==> src/rtl/qdr_pkg.sv <==
package qdr_pkg;
  // Which half of the external period an internal edge belongs to.
  typedef enum logic {
    PH_K  = 1'b0,  // main rising edge: read address, write word 0
    PH_KN = 1'b1   // complementary rising edge: write address, write word 1
  } half_e;
endpackage

==> src/rtl/qdr_wr_path.sv <==
module qdr_wr_path
  import qdr_pkg::*;
#(
  parameter int AW     = 6,
  parameter int WORD_W = 18
) (
  input  logic                clk,
  input  logic                rst_n,
  input  logic                kph,
  input  logic [AW-1:0]       addr,
  input  logic                wps_n,
  input  logic [WORD_W-1:0]   wr_data,
  output logic                cm_en,
  output logic [AW-1:0]       cm_addr,
  output logic [2*WORD_W-1:0] cm_data
);
  localparam int PW = 2 * WORD_W;

  half_e             ph;
  logic              cap_vld;
  logic [AW-1:0]     cap_addr;
  logic              hold_vld;
  logic [AW-1:0]     hold_addr;
  logic [WORD_W-1:0] hold_w0;

  assign ph = half_e'(kph);

  always_ff @(posedge clk or negedge rst_n) begin
    if (!rst_n) begin
      cap_vld   <= 1'b0;
      cap_addr  <= '0;
      hold_vld  <= 1'b0;
      hold_addr <= '0;
      hold_w0   <= '0;
    end else if (ph == PH_KN) begin
      cap_vld  <= ~wps_n;
      cap_addr <= addr;
      hold_vld <= 1'b0;
    end else begin
      hold_vld  <= cap_vld;
      hold_addr <= cap_addr;
      hold_w0   <= wr_data;
      cap_vld   <= 1'b0;
    end
  end

  assign cm_en   = hold_vld && (ph == PH_KN);
  assign cm_addr = hold_addr;
  assign cm_data = {wr_data, hold_w0};


  wr_commit_chk: assert property (@(posedge clk) disable iff (!rst_n)
    (kph && !wps_n) |-> ##2 cm_en);


  wr_pair_width_chk: assert property (@(posedge clk) disable iff (!rst_n)
    cm_en |-> ($past(kph) == 1'b0)) else $error("commit not preceded by word 0 half");

  localparam int UNUSED_PW = PW;
endmodule

==> src/rtl/qdr_mem_array.sv <==
module qdr_mem_array #(
  parameter int DEPTH = 64,
  parameter int AW    = 6,
  parameter int PW    = 36
) (
  input  logic          clk,
  input  logic          we,
  input  logic [AW-1:0] waddr,
  input  logic [PW-1:0] wdata,
  input  logic [AW-1:0] raddr,
  output logic [PW-1:0] rdata
);
  logic [PW-1:0] mem [DEPTH];

  always_ff @(posedge clk) begin
    if (we) mem[waddr] <= wdata;
  end

  assign rdata = mem[raddr];
endmodule

==> src/rtl/qdr_rd_path.sv <==
module qdr_rd_path
  import qdr_pkg::*;
#(
  parameter int AW     = 6,
  parameter int WORD_W = 18
) (
  input  logic                clk,
  input  logic                rst_n,
  input  logic                kph,
  input  logic [AW-1:0]       addr,
  input  logic                rps_n,
  output logic [AW-1:0]       arr_raddr,
  input  logic [2*WORD_W-1:0] arr_rdata,
  input  logic                fw_vld,
  input  logic [AW-1:0]       fw_addr,
  input  logic [2*WORD_W-1:0] fw_data,
  output logic [WORD_W-1:0]   rd_data,
  output logic                rd_valid
);
  localparam int PW = 2 * WORD_W;

  half_e             ph;
  logic              ra_vld;
  logic [AW-1:0]     ra_addr;
  logic              lk_vld;
  logic [PW-1:0]     lk_pair;
  logic              hd_vld;
  logic [PW-1:0]     hd_pair;
  logic              tl_vld;
  logic [WORD_W-1:0] tl_w1;
  logic [PW-1:0]     look;

  assign ph        = half_e'(kph);
  assign arr_raddr = ra_addr;
  // newest words win: a write committing on this same edge is forwarded
  assign look      = (fw_vld && fw_addr == ra_addr) ? fw_data : arr_rdata;

  always_ff @(posedge clk or negedge rst_n) begin
    if (!rst_n) begin
      ra_vld   <= 1'b0;
      ra_addr  <= '0;
      lk_vld   <= 1'b0;
      lk_pair  <= '0;
      hd_vld   <= 1'b0;
      hd_pair  <= '0;
      tl_vld   <= 1'b0;
      tl_w1    <= '0;
      rd_valid <= 1'b0;
      rd_data  <= '0;
    end else if (ph == PH_K) begin
      ra_vld   <= ~rps_n;
      ra_addr  <= addr;
      hd_vld   <= lk_vld;
      hd_pair  <= lk_pair;
      tl_vld   <= hd_vld;
      tl_w1    <= hd_pair[PW-1:WORD_W];
      rd_valid <= hd_vld;
      rd_data  <= hd_vld ? hd_pair[WORD_W-1:0] : '0;
    end else begin
      ra_vld   <= 1'b0;
      lk_vld   <= ra_vld;
      lk_pair  <= look;
      rd_valid <= tl_vld;
      rd_data  <= tl_vld ? tl_w1 : '0;
    end
  end

  // edges since reset, for the latency check window
  logic [2:0] age;
  always_ff @(posedge clk or negedge rst_n) begin
    if (!rst_n)            age <= '0;
    else if (age != 3'd7)  age <= age + 3'd1;
  end


  idle_zero_chk: assert property (@(posedge clk) disable iff (!rst_n)
    !rd_valid |-> (rd_data == '0));


  rd_lat_chk: assert property (@(posedge clk) disable iff (!rst_n)
    (age >= 3'd6 && kph) |-> (rd_valid == $past(!rps_n && !kph, 5)));


  burst_start_chk: assert property (@(posedge clk) disable iff (!rst_n)
    $rose(rd_valid) |-> !$past(kph));
endmodule

==> src/rtl/qdr_burst_sram.sv <==
module qdr_burst_sram #(
  parameter  int DEPTH  = 64,
  parameter  int WORD_W = 18,
  localparam int AW     = (DEPTH > 1) ? $clog2(DEPTH) : 1
) (
  input  logic              clk,
  input  logic              rst_n,
  input  logic              kph,
  input  logic [AW-1:0]     addr,
  input  logic              rd_sel_n,
  input  logic              wr_sel_n,
  input  logic [WORD_W-1:0] wr_data,
  output logic [WORD_W-1:0] rd_data,
  output logic              rd_valid
);
  localparam int PW = 2 * WORD_W;

  logic          cm_en;
  logic [AW-1:0] cm_addr;
  logic [PW-1:0] cm_data;
  logic [AW-1:0] arr_raddr;
  logic [PW-1:0] arr_rdata;

  qdr_wr_path #(.AW(AW), .WORD_W(WORD_W)) wr_i (
    .clk(clk), .rst_n(rst_n), .kph(kph), .addr(addr), .wps_n(wr_sel_n),
    .wr_data(wr_data), .cm_en(cm_en), .cm_addr(cm_addr), .cm_data(cm_data)
  );

  qdr_mem_array #(.DEPTH(DEPTH), .AW(AW), .PW(PW)) mem_i (
    .clk(clk), .we(cm_en), .waddr(cm_addr), .wdata(cm_data),
    .raddr(arr_raddr), .rdata(arr_rdata)
  );

  qdr_rd_path #(.AW(AW), .WORD_W(WORD_W)) rd_i (
    .clk(clk), .rst_n(rst_n), .kph(kph), .addr(addr), .rps_n(rd_sel_n),
    .arr_raddr(arr_raddr), .arr_rdata(arr_rdata),
    .fw_vld(cm_en), .fw_addr(cm_addr), .fw_data(cm_data),
    .rd_data(rd_data), .rd_valid(rd_valid)
  );


  kph_alt_chk: assert property (@(posedge clk) disable iff (!rst_n)
    1'b1 |=> (kph != $past(kph)));
endmodule

==> config.mk <==
export PLATFORM = sky130hd
export DESIGN_NAME = qdr_burst_sram
export DESIGN_NICKNAME = d
export VERILOG_FILES = /design/src/rtl/qdr_pkg.sv /design/src/rtl/qdr_wr_path.sv /design/src/rtl/qdr_mem_array.sv /design/src/rtl/qdr_rd_path.sv /design/src/rtl/qdr_burst_sram.sv
export SDC_FILE = /design/constraint.sdc
export NUM_CORES = 2
export LEC_CHECK = 0
export BUFFER_PORTS_ARGS = -buffer_cell sky130_fd_sc_hd__buf_2
export CORE_ASPECT_RATIO = 1.75
export CORE_MARGIN = 2
export CORE_UTILIZATION = 63
export DETAILED_ROUTE_END_ITERATION = 8
export GPL_TIMING_DRIVEN = 0
export HOLD_SLACK_MARGIN = 0.15
export PLACE_DENSITY_LB_ADDON = 0.2
export SYNTH_ARGS = -nofsm -noshare
export SYNTH_HDL_FRONTEND = slang
export SYNTH_SLANG_ARGS = --single-unit
==> constraint.sdc <==
create_clock -name clk -period 8.7 [get_ports clk]
set_input_delay 0.435 -clock clk [delete_from_list [all_inputs] [get_ports clk]]
set_output_delay 0.435 -clock clk [all_outputs]
set_load 0.005 [all_outputs]
==> metrics.md <==
| Metric | Value |
|---|---|
| Synth Area in Adders | 0% |
| Arrival time at the worst endpoint | 5.86 ns |
| DRC Markers | 0 |
| ANT nets after route | 0 |
| # rows | 187 |
| Post-DP HPWL | 176 mm |
| Worst-path maximum fanout | 10 |
| Commonest non-fill, non-tap cell in the layout | edfxtp_1 |
| Yosys Warn Count | 0 |
| Sw Share | a little under a quarter |
| First-pass GRT wire length | 372 mm |
| Largest family of logic cells by synthesized area | multiplexers |
| Post-Synth XOR/XNOR Area | 0.0561% |
| Slew Limit Fails | 0 |
| Crit path time final | 5.15 ns |
| Worst hold path type | input port to async pin |
| F_max | 0.194 GHz |
| Mapped Cells | 4278 |
| Crit path launch type | flop |
| Initial Utilization | 63.3% |
| Static Leak | 34.3 nW |
| Worst-Skew Late Latency | 0.88 ns |
| Comb pwr share | 9.8% |
| Nets@finish | 4682 |
| Top cell type by total area after synthesis | edfxtp_1 |
| Distinct cells, synth | 56 |
| Maximum number of pins on one net before global-route repair | 104 |
| Global Route Usage Sum | 36.5% |
| Routability cong. | 0.961 |
| GRT overflow | 0 |
| Share of cells above drive strength 1 | 25.9% |
| # setup viols final | 0 |
| Die H | 514 microns |
| Status | finished clean |
| Post-Syn Area | 93700 sq um |
| Htree depth | 4 |
| Wirelength per Cell | 39.8 microns |
| Sequential Power Share | 53.8% |
| Main synth FF type | edfxtp_1 |
| Worst Clk Skew | about 0.041 ns |
| Via count | 48230 |
| Vias in the first global route | 48137 |
| Final Hold Vio Count | 0 |
| Internal Pwr Total | 18.8 mW |
| Top cells by area, synth | edfxtp_1 74%, mux4_2 12%, dfrtp_1 4.0%, mux2i_1 3.0%, a22oi_1 1.0% |
| Syn Nets | 4307 |
| Die ar. | 152000 sq um |
| DP Cell Count | 6420 |
| Avg Cell Area, Syn | 21.9 sq um |
| TritonCTS Buffers | 199 |
| Most frequent cells in the layout | 2304 x edfxtp_1, 502 x mux4_2, 283 x mux2i_1, 203 x clkbuf_16, 134 x clkbuf_1 |
| Port Buffer Count | 47 |
| Initial antenna violation count | 17 |
| Pre-antenna DRT Iters | 9 |
| CTS tree | built |
| Final period utilization | 59.2% |
| Area grow syn2layout | 13.1% |
| Slew @ Worst Pin | 1.45 ns |
| Max Buffers Root-to-Sink | 3 |
| Crit. End Element | flop |
| Clock group share of total power | 36.4% |
| Net switching power | between 5 and 6 mW |
| MaxCap Viol Count | 0 |
| Worst-path clk slew | ~0.070 ns |
| Worst hold slack | 0.160 ns |
| Sink Count | 2454 |
| Worst VDD drop | 0.000222 V |
| Die width | 296 microns |
| Root Buffer | clkbuf_16 |
| DR iter-0 viols | 6835 |
| Yosys reg bits | 2454 |
| Fin cells | 6807 |
| Setup TNS | 0 ns |
| Worst EP required | 9.41 ns |
| Io pins | 48 |
| Rel. slew slack | 3.38% |
| Critical path type | flop to flop |
| RSZ-0062 raised after global routing | no |
| Sequential share of the synthesized area | a little under 80% |
| Vias per cell | between 7 and 8 |
| Post-synth EDFFs | 2304 |
| Post-synth ARST share | around 6% |
| Detailed Route WL | 271 mm |
| Mux cell area share after synthesis | 15.9% |
| PD cells | 233 nW/um^2 |
| Share of the synthesized area in the top cell type | 73.9% |
| Core area | ~150000 sq um |
| Setup Fix Bufs, Post-CTS | 0 |
| Area fraction in compound gates after synthesis | 3.12% |
| Simple-Gate Fraction of Synth Area | under 10% |
## cells by family after synthesis
group / count (synthesis)
AOI/OAI and AO/OA: 386
xor gates and xnor gates: 6
buffers and inverters: 252
DFF: 2454
muxes: 851
and+or+nand+nor: 329
## worst max-delay path, cell delays in order, from the launching register on
cell and delay (ns):
dfrtp_1 0.69, buf_2 0.63, buf_2 0.57, buf_2 0.64
buf_1 0.83, mux4_2 0.57, mux2i_1 0.86, o211ai_1 0.16
## final timing paths
kind	from	endpoint	slack (ns)	cells after the start
worst max-delay path	rd_i.arr_raddr[3]$_DFFE_PN0N_	rd_i.lk_pair[2]$_DFFE_PN0P_	3.55	7
max in group asynchronous	rst_n	rd_i.hd_pair[29]$_DFFE_PN0N_	7.53	3
worst min-delay path	rst_n	rd_i.lk_pair[34]$_DFFE_PN0P_	0.16	2
min in group clk	wr_data[5]	mem_i.mem[30][23]$_DFFE_PP_	0.18	1
worst min register to register	wr_i.cap_addr[2]$_DFFE_PN0P_	wr_i.cm_addr[2]$_DFFE_PN0N_	0.46	2
worst max register to register	rd_i.arr_raddr[3]$_DFFE_PN0N_	rd_i.lk_pair[2]$_DFFE_PN0P_	3.55	7
## metrics by stage
step	area (sq um)	power, mW	utilization [%]	worst slack, ns
final	106000	24.7	71.5	3.55
after floorplan	93700	14.7	-	3.79
after global routing	106000	25.1	71.5	3.81
after global placement	96400	15.7	65.1	0.0404
after detailed placement	99300	15.9	67.0	3.98
after CTS	106000	24.6	71.5	3.90
## flip-flops by register name, summed over array words and instances (netlist names)
register,flops
rd_i.tl_w1,18
wr_i.hold_vld,1
wr_i.cm_addr,6
wr_i.cap_addr,6
mem_i.mem,2304
wr_i.cap_vld,1
rd_i.lk_vld,1
rd_i.ra_vld,1
rd_i.lk_pair,36
rd_i.arr_raddr,6
rd_i.rd_data,18
rd_i.rd_valid,1
rd_i.hd_vld,1
wr_i.hold_w0,18
rd_i.hd_pair,36
## cell type report
| class | count | area [sq um] |
|---|---|---|
| antenna | 8 | 20.0 |
| buffer | 249 | 1230 |
| clock buffer | 247 | 5280 |
| clock inverter | 116 | 1160 |
| fill | 8401 | 42200 |
| inverter | 3 | 11.3 |
| multi-input combinational | 1572 | 20000 |
| sequential | 2454 | 73000 |
| tap | 1984 | 2480 |
| timing repair buffer | 174 | 2800 |
## synth_stat cells (45+ instances only)
cell,instances
nor2_1,84
mux2i_1,283
nand3_1,67
edfxtp_1,2304
clkbuf_1,93
nand2_1,66
buf_2,92
mux4_2,502
dfrtp_1,150
mux2_2,66
a22oi_1,129
nor2b_1,45
## layer usage
metal  vias to the layer above  part of all wire, %  global-route usage, %
li1                      18657                    -                      -
met1                     25164                   30                   41.8
met2                      3436                   49                   58.9
met3                       955                  9.9                   8.59
met4                        18                   10                   29.9
met5                         -                0.056                  0.228
## what timing repair did
item	in CTS	in global routing
hold buffers	14	1
endpoints found under the hold margin	295	16
gates resized for setup	0	0
## power groups by stage
| stage | clock [mW] | sequential (mW) | combinational (mW) |
|---|---|---|---|
| after floorplan | 0 | 13.5 | 1.24 |
| after global placement | 0 | 13.6 | 2.10 |
| after detailed placement | 0 | 13.5 | 2.33 |
| after CTS | 8.98 | 13.3 | 2.35 |
| after global routing | 9.39 | 13.3 | 2.45 |
| final | 8.97 | 13.3 | 2.42 |
Note: power is estimated with default switching activity, not from simulation.
